`config.mk`:
```
export PLATFORM = sky130hd
export DESIGN_NAME = xlock_tracker
export DESIGN_NICKNAME = d
export VERILOG_FILES = /design/src/rtl/xlock_pkg.sv /design/src/rtl/xlock_region_cmp.sv /design/src/rtl/xlock_ctrl.sv /design/src/rtl/xlock_tracker.sv
export SDC_FILE = /design/constraint.sdc
export NUM_CORES = 1
export LEC_CHECK = 0
export ABC_AREA = 1
export BUFFER_PORTS_ARGS = -buffer_cell sky130_fd_sc_hd__buf_4
export CAP_MARGIN = 30
export CORE_ASPECT_RATIO = 1.5
export CORE_MARGIN = 4
export CORE_UTILIZATION = 45
export CTS_CLUSTER_SIZE = 30
export DETAILED_ROUTE_END_ITERATION = 8
export PLACE_DENSITY = 0.75
export SLEW_MARGIN = 0
export SYNTH_ARGS = -nofsm -noshare
export SYNTH_HDL_FRONTEND = slang
export SYNTH_SLANG_ARGS = --single-unit
```
`constraint.sdc`:
```
create_clock -name clk -period 1.24 [get_ports clk]
set_input_delay 0.186 -clock clk [delete_from_list [all_inputs] [get_ports clk]]
set_output_delay 0.186 -clock clk [all_outputs]
set_load 0.02 [all_outputs]
```
`src/rtl/xlock_pkg.sv`:
```
package xlock_pkg;

   typedef enum logic [1:0] {
      LK_IDLE = 2'd0,
      LK_ARM  = 2'd1,
      LK_PEND = 2'd2,
      LK_HELD = 2'd3
   } lk_state_e;

   localparam logic [3:0] CMD_MEM_READ = 4'b0110;

endpackage

```
`src/rtl/xlock_region_cmp.sv`:
```
module xlock_region_cmp #(
   parameter int ADDR_W    = 32,
   parameter int GRAN_BITS = 4,
   parameter int ID_W      = 3,
   localparam int BASE_W   = ADDR_W - GRAN_BITS
) (
   input  logic [ADDR_W-1:0] addr,
   input  logic [BASE_W-1:0] base,
   input  logic [ID_W-1:0]   id,
   input  logic [ID_W-1:0]   owner,
   output logic [BASE_W-1:0] region_of,
   output logic              in_region,
   output logic              is_owner
);

   generate
      if (GRAN_BITS == 0) begin : g_full
         assign region_of = addr;
      end else begin : g_slice
         logic unused_low;
         assign region_of  = addr[ADDR_W-1:GRAN_BITS];
         assign unused_low = ^addr[GRAN_BITS-1:0];
      end
   endgenerate

   assign in_region = (region_of == base);
   assign is_owner  = (id == owner);

endmodule

```
`src/rtl/xlock_ctrl.sv`:
```
module xlock_ctrl
   import xlock_pkg::*;
#(
   parameter int BASE_W = 28,
   parameter int ID_W   = 3
) (
   input  logic              clk,
   input  logic              rst_n,
   input  logic              lock_en,
   input  logic              addr_strobe,
   input  logic              frame_act,
   input  logic [3:0]        cmd,
   input  logic              downstream,
   input  logic              lock_in,
   input  logic              txn_done,
   input  logic              txn_fail,
   input  logic [BASE_W-1:0] addr_base,
   input  logic [ID_W-1:0]   id,
   output logic [BASE_W-1:0] base_q,
   output logic [ID_W-1:0]   owner_q,
   output logic              held,
   output logic              busy
);

   lk_state_e state_q, state_d;
   logic      start_ok;
   logic      capture;
   logic      clear;

   assign start_ok = lock_en && addr_strobe && downstream &&
                     (cmd == CMD_MEM_READ) && !lock_in;

   always_comb begin
      state_d = state_q;
      unique case (state_q)
         LK_IDLE: if (start_ok) state_d = LK_ARM;
         LK_ARM: begin
            if (!lock_en || txn_fail || !lock_in) state_d = LK_IDLE;
            else if (txn_done)                    state_d = LK_HELD;
            else                                  state_d = LK_PEND;
         end
         LK_PEND: begin
            if (!lock_en || txn_fail) state_d = LK_IDLE;
            else if (txn_done)        state_d = LK_HELD;
         end
         LK_HELD: if (!lock_en || (!lock_in && !frame_act)) state_d = LK_IDLE;
         default: state_d = LK_IDLE;
      endcase
   end

   assign capture = (state_q == LK_IDLE) && start_ok;
   assign clear   = (state_q != LK_IDLE) && (state_d == LK_IDLE);

   always_ff @(posedge clk) begin
      if (!rst_n) begin
         state_q <= LK_IDLE;
         base_q  <= '0;
         owner_q <= '0;
      end else begin
         state_q <= state_d;
         if (capture) begin
            base_q  <= addr_base;
            owner_q <= id;
         end else if (clear) begin
            base_q  <= '0;
            owner_q <= '0;
         end
      end
   end

   assign held = (state_q == LK_HELD);
   assign busy = (state_q != LK_IDLE);

endmodule

```
`src/rtl/xlock_tracker.sv`:
```
module xlock_tracker #(
   parameter int ADDR_W    = 32,
   parameter int GRAN_BITS = 4,
   parameter int ID_W      = 3,
   localparam int BASE_W   = ADDR_W - GRAN_BITS
) (
   input  logic              clk,
   input  logic              rst_n,
   input  logic              cfg_lock_en,
   input  logic              addr_strobe,
   input  logic              frame_act,
   input  logic [ADDR_W-1:0] txn_addr,
   input  logic [3:0]        txn_cmd,
   input  logic              txn_downstream,
   input  logic [ID_W-1:0]   init_id,
   input  logic              lock_in,
   input  logic              txn_done,
   input  logic              txn_fail,
   output logic              lock_held,
   output logic [BASE_W-1:0] lock_base,
   output logic              retry_req,
   output logic              post_disable
);

   generate
      if (GRAN_BITS < 0 || GRAN_BITS >= ADDR_W) begin : g_bad_gran
         $error("xlock_tracker: GRAN_BITS must lie in 0..ADDR_W-1");
      end
      if (ID_W < 1) begin : g_bad_id
         $error("xlock_tracker: ID_W must be at least 1");
      end
   endgenerate

   logic [BASE_W-1:0] cur_base;
   logic [BASE_W-1:0] base_q;
   logic [ID_W-1:0]   owner_q;
   logic              hit_region;
   logic              hit_owner;
   logic              held;
   logic              busy;

   xlock_region_cmp #(
      .ADDR_W    (ADDR_W),
      .GRAN_BITS (GRAN_BITS),
      .ID_W      (ID_W)
   ) u_cmp (
      .addr      (txn_addr),
      .base      (base_q),
      .id        (init_id),
      .owner     (owner_q),
      .region_of (cur_base),
      .in_region (hit_region),
      .is_owner  (hit_owner)
   );

   xlock_ctrl #(
      .BASE_W (BASE_W),
      .ID_W   (ID_W)
   ) u_ctrl (
      .clk         (clk),
      .rst_n       (rst_n),
      .lock_en     (cfg_lock_en),
      .addr_strobe (addr_strobe),
      .frame_act   (frame_act),
      .cmd         (txn_cmd),
      .downstream  (txn_downstream),
      .lock_in     (lock_in),
      .txn_done    (txn_done),
      .txn_fail    (txn_fail),
      .addr_base   (cur_base),
      .id          (init_id),
      .base_q      (base_q),
      .owner_q     (owner_q),
      .held        (held),
      .busy        (busy)
   );

   assign lock_held    = held;
   assign lock_base    = held ? base_q : '0;
   assign retry_req    = held && addr_strobe && hit_region && !hit_owner;
   assign post_disable = busy;

endmodule

```
* Word-level counts from Yosys, hierarchy flattened *
Index checks and enable logic that the tools add are counted.

word-level totals
  bits of input ports = 48
  logic and storage cells = 42
  latch bits = 0
  bits in read-only memories = 0
  memories kept = 0
  register bits = 33
  RAM bits = 0
  output and inout port bits = 31

cells by class
  bitwise logic cells = 0
  multiplexer cells = 12
  divide/modulo/power cells = 0
  multipliers = 0
  equal/unequal tests = 6
  reductions and logical operators = 21
  $add $sub $neg = 0
  shift-type cells = 0
  order comparisons = 0

operators by type and width
  operator                                                          number
  28-bit two-way mux                                                3
  28-bit == test                                                    1
  1-bit logical AND                                                 10
  2-bit two-way mux                                                 5
  2-bit case mux with 4 select lines                                1
  3-bit two-way mux                                                 2
  2-bit == test (second input constant)                             2
  4-bit by 3-bit == test with 1-bit output (second input constant)  1
  1-bit zero test                                                   4
  2-bit zero test                                                   2
  2-bit nonzero test                                                2
  3-bit == test                                                     1
  1-bit logical OR                                                  3
  2-bit by 1-bit == test with 1-bit output (second input constant)  1
  1-bit two-way mux                                                 1

* Longest topological paths before layout *
  depth in word-level cells = 10
  gate-level depth with buffers = 8

* Cells and area by module *
From an unflattened synthesis, not the netlist that was laid out.

second synthesis, totals
  cells, all modules = 462
  area, all modules = 2585.0 um^2

by module, submodules not included
  module            sequential area each (um^2)  cells an instance  instances  area an instance (um^2)
  xlock_ctrl        660.6                        236                1          1559.0
  xlock_region_cmp  0.0                          163                1          777.0
  xlock_tracker     0.0                          63                 1          249.0

* Least setup slack after synthesis *
No wires, ideal clock.

  kind = reg2out
  start point = reg u_ctrl.state_q[1]
  end point = out lock_base[18]
  path buffers = 2
  path slack = -0.042 ns
  arrival time = 1.096 ns
  cell stages (with the launch flop) = 5
  required time = 1.054 ns
  path through = dfxtp_1 > nand2_1 > buf_2 > buf_1 > nor2_1

between the ends
  longest elaborated chain between the ends = 2

ends and longest elaborated chain
  what                    RTL line             text
  start, declared         xlock_ctrl.sv:25     lk_state_e state_q, state_d;
  start signal, assigned  xlock_ctrl.sv:60     state_q <= state_d;
  2-bit == test           xlock_ctrl.sv:71     assign held = (state_q == LK_HELD);
  28-bit two-way mux      xlock_tracker.sv:79  assign lock_base = held ? base_q : '0;
  end, declared           xlock_tracker.sv:20  output logic [BASE_W-1:0] lock_base,

No other way between the ends.

* Worst setup path after layout *
  start point = reg u_ctrl.base_q[20]
  end point = out retry_req

between the ends
  longest elaborated chain between the ends = 3

ends and longest elaborated chain
  what                            RTL line                text
  start, declared                 xlock_ctrl.sv:19        output logic [BASE_W-1:0] base_q,
  start signal, assigned          xlock_ctrl.sv:62        base_q <= addr_base;
  28-bit == test                  xlock_region_cmp.sv:26  assign in_region = (region_of == base);
  1-bit logical AND (2 in a row)  xlock_tracker.sv:80     assign retry_req = held && addr_strobe && hit_region && !hit_owner;
  end, declared                   xlock_tracker.sv:21     output logic retry_req,

No other way between the ends.

==> impl_metrics.py <==
metrics = {
    "global_routing": {
        "grt_antenna_before_repair": 0,
        "grt_max_degree": 32,
        "overflow": 0,
        "grt_pass1_wl_mm": 12.21,
        "grtUsageTotal_pct": 25.76,
        "grt_pass1_vias": 2723,
    },
    "place": {
        "placed_cell_area_mm2": 0.003015,
        "gp_congestion": 0.8060,
        "place_hpwl_mm": 4.389,
        "placed_cells": 532,
        "dpl_worst_slack_ps": -132.2,
        "portBuffers": 74,
    },
    "final_layout": {
        "nNetsFinal": 539,
        "syn2layout_area_growth_pct": 78.35,
        "fin_util_pct": 84.39,
        "layout-drive-gt1-share_pct": 44.51,
        "diodes": 0,
        "layout_commonest_cell": "nand2_1",
        "finalInstanceArea_mm2": 0.003896,
        "num-fill-cells": 280,
        "most-common-layout-cells": "nand2_1, buf_4, inv_1",
        "finalNonFillerCells": 556,
    },
    "worst_setup_path": {
        "crit_type": "reg2out",
        "cp.required_ps": 1050,
        "crit_fanout": 3,
        "cp.arrival_ps": 1550,
        "crit_top_cell": "nand2_2",
        "slowest_stage": "dfxtp_2",
        "end_kind": "primary output",
        "slowest_delay_ps": 350,
        "start_kind": "flip-flop",
        "cp_cell_sequence": "inv_2 > nand2_2 > nand2_2 > nor2_4 > nand2_1 > nor2_2 > nand3_1 > nor2_1 > buf_4",
        "r2r_cells": 9,
    },
    "power": {
        "p_int_uw": 1592,
        "power_density_mw_per_mm2": 552.0,
        "ir_drop_mv": 0.6151,
        "swShare_pct": 25.97,
        "combPwrFrac_pct": 13.2,
        "p_seq_share_pct": 49.3,
        "p_leak_uw": 0.001787,
        "p_clk_share_pct": 37.5,
        "power_switching_uw": 558.6,
    },
    "yosys": {
        "ys_seq_area_share_pct": 30.24,
        "yosysTopAreaCellShare_pct": 30.24,
        "synth_seq_cells": 33,
        "syn-num-nets": 422,
        "yosys.cell_types.count": 21,
        "netlist_area_mm2": 0.002185,
        "yosysTopAreaCell": "dfxtp_1",
        "syn_avg_cell_area_um2": 5.841,
        "synthTopCellsByArea": "dfxtp_1, nand2_1, nand3b_1, inv_1, nor2_1",
        "synth_cells": 374,
        "ys_warn_count": 0,
    },
    "status": {
        "status": "finished, violations left",
        "violations": "setup timing",
    },
    "timing": {
        "worst_pin_slew_ps": 330.3,
        "fin_ws_ps": -496.8,
        "rsz0062_at_grt": "true",
        "drv_slew": 0,
        "post-route-min-period_ps": 1737,
        "finClkSkew_ps": 9.149,
        "fmax_ghz": 0.5758,
        "finalSetupViolCount": 63,
        "slew_headroom_pct": 77.74,
        "post-route-period-util_pct": 140.1,
        "finalHoldViolCount": 0,
    },
    "floorplan": {
        "die_w_um": 64.89,
        "die_area_mm2": 0.006057,
        "die_height_um": 93.34,
        "start_util_pct": 47.32,
        "coreArea_mm2": 0.004617,
        "pin_count": 79,
        "rows": 30,
    },
    "clocking": {
        "cts.clk_slew.worst_paths_ps": 70,
        "hold_buffers": 0,
        "cts_inserted_buffers": 5,
        "cts_tree": "done",
        "clock_path_buffers": 2,
        "insertion_delay_ps": 290,
        "cts_sinks": 33,
        "htree_levels": 2,
        "clk_root_buffer_cell": "clkbuf_8",
    },
    "job": {
        "cap_violations": 0,
    },
    "route": {
        "viasPerCell": 4.948,
        "firstDrtPassIters": 4,
        "drtAntennaViolNets": 0,
        "drt_iter0_drc": 157,
        "num_vias": 2751,
        "drc_errors": 0,
        "routedWlPerCell_um": 14.43,
        "routed_wl_mm": 8.021,
    },
    "min_path": {
        "min_path_type": "in2reg",
        "worstHoldPathCells": 3,
    },
}
## final timing paths
check,endpoint,slack [ps],from
max,retry_req,-500,u_ctrl.base_q[20]
min,u_ctrl.base_q[17],100,txn_addr[21]
max reg2reg,u_ctrl.base_q[0],-300,u_ctrl.state_q[1]
min reg2reg,u_ctrl.base_q[27],540,u_ctrl.base_q[27]
## Yosys cell counts
cell,number
buf_1,1
inv_2,3
or2_4,1
buf_2,6
nor3_4,1
nor2_1,47
inv_1,53
o21ai_0,4
nand2_1,162
or2_2,1
xor2_1,1
dfxtp_1,33
nand3_1,8
a21oi_1,1
nand4_1,1
nand2_2,1
nand3b_1,31
xnor2_1,10
buf_6,3
nor3_1,1
clkbuf_1,5
## power groups by stage
stage | combinational, µW | clock (µW) | sequential [µW]
after CTS | 264 | 811 | 1060
after floorplan | 95.9 | 0 | 1090
final | 284 | 806 | 1060
after global placement | 253 | 0 | 1090
after global routing | 310 | 865 | 1060
after detailed placement | 256 | 0 | 1090
## worst max-delay path: cells and delay by family, from the launching register on
kind | cells | cell delay (ps)
and+or+nand+nor | 7 | 690
buffers and inverters | 2 | 200
DFF | 1 | 350
## kinds of logic after synthesis
kind of cell	share of synthesized area, %
AOI/OAI and AO/OA	1.145
xor gates and xnor gates	4.410
buffers and inverters	13.57
DFF	30.24
and+or+nand+nor	50.63
## metrics by stage
| stage | total power [µW] | TNS [ps] | hold slack [ps] |
|---|---|---|---|
| 6_report | 2151 | -14340 | 97.17 |
| 5_1_grt | 2235 | -17630 | 103.0 |
| 4_1_cts | 2136 | -10090 | 93.41 |
| 3_5_place_dp | 1344 | -2392 | 394.3 |
| 3_3_place_gp | 1340 | -1831 | 391.6 |
| 2_1_floorplan | 1183 | -1313 | 289.1 |
## sequential cells by signal, summed over array words and instances (netlist names)
signal and cells:
u_ctrl.state_q 2, u_ctrl.base_q 28, u_ctrl.owner_q 3
## area by class of cell
type	count	area [µm²]	share of cell area, %
Multi-Input combinational cell	270	1587	40.72
Sequential cell	33	681.9	17.50
Inverter	56	215.2	5.523
Timing Repair Buffer	125	1250	32.08
Tap cell	64	80.08	2.055
Clock buffer	6	72.57	1.863
Clock inverter	2	10.01	0.2569
## per-layer routing
metal	up-vias	track usage (%)	share of wire, %
met1	1280	28.42	35
met2	106	47.74	57
met4	0	10.41	2.0
met5	-	0	0
met3	17	4.207	5.8
li1	1348	-	-
## repair_timing
| action | 4_1_cts | 5_1_grt |
|---|---|---|
| pin swaps | 12 | 21 |
| gates cloned | 7 | 1 |
| setup endpoints to repair | 62 | 64 |
| buffers inserted | 9 | 3 |
| gates resized for setup | 117 | 65 |
No activity file was read; power rests on OpenSTA's default activity.
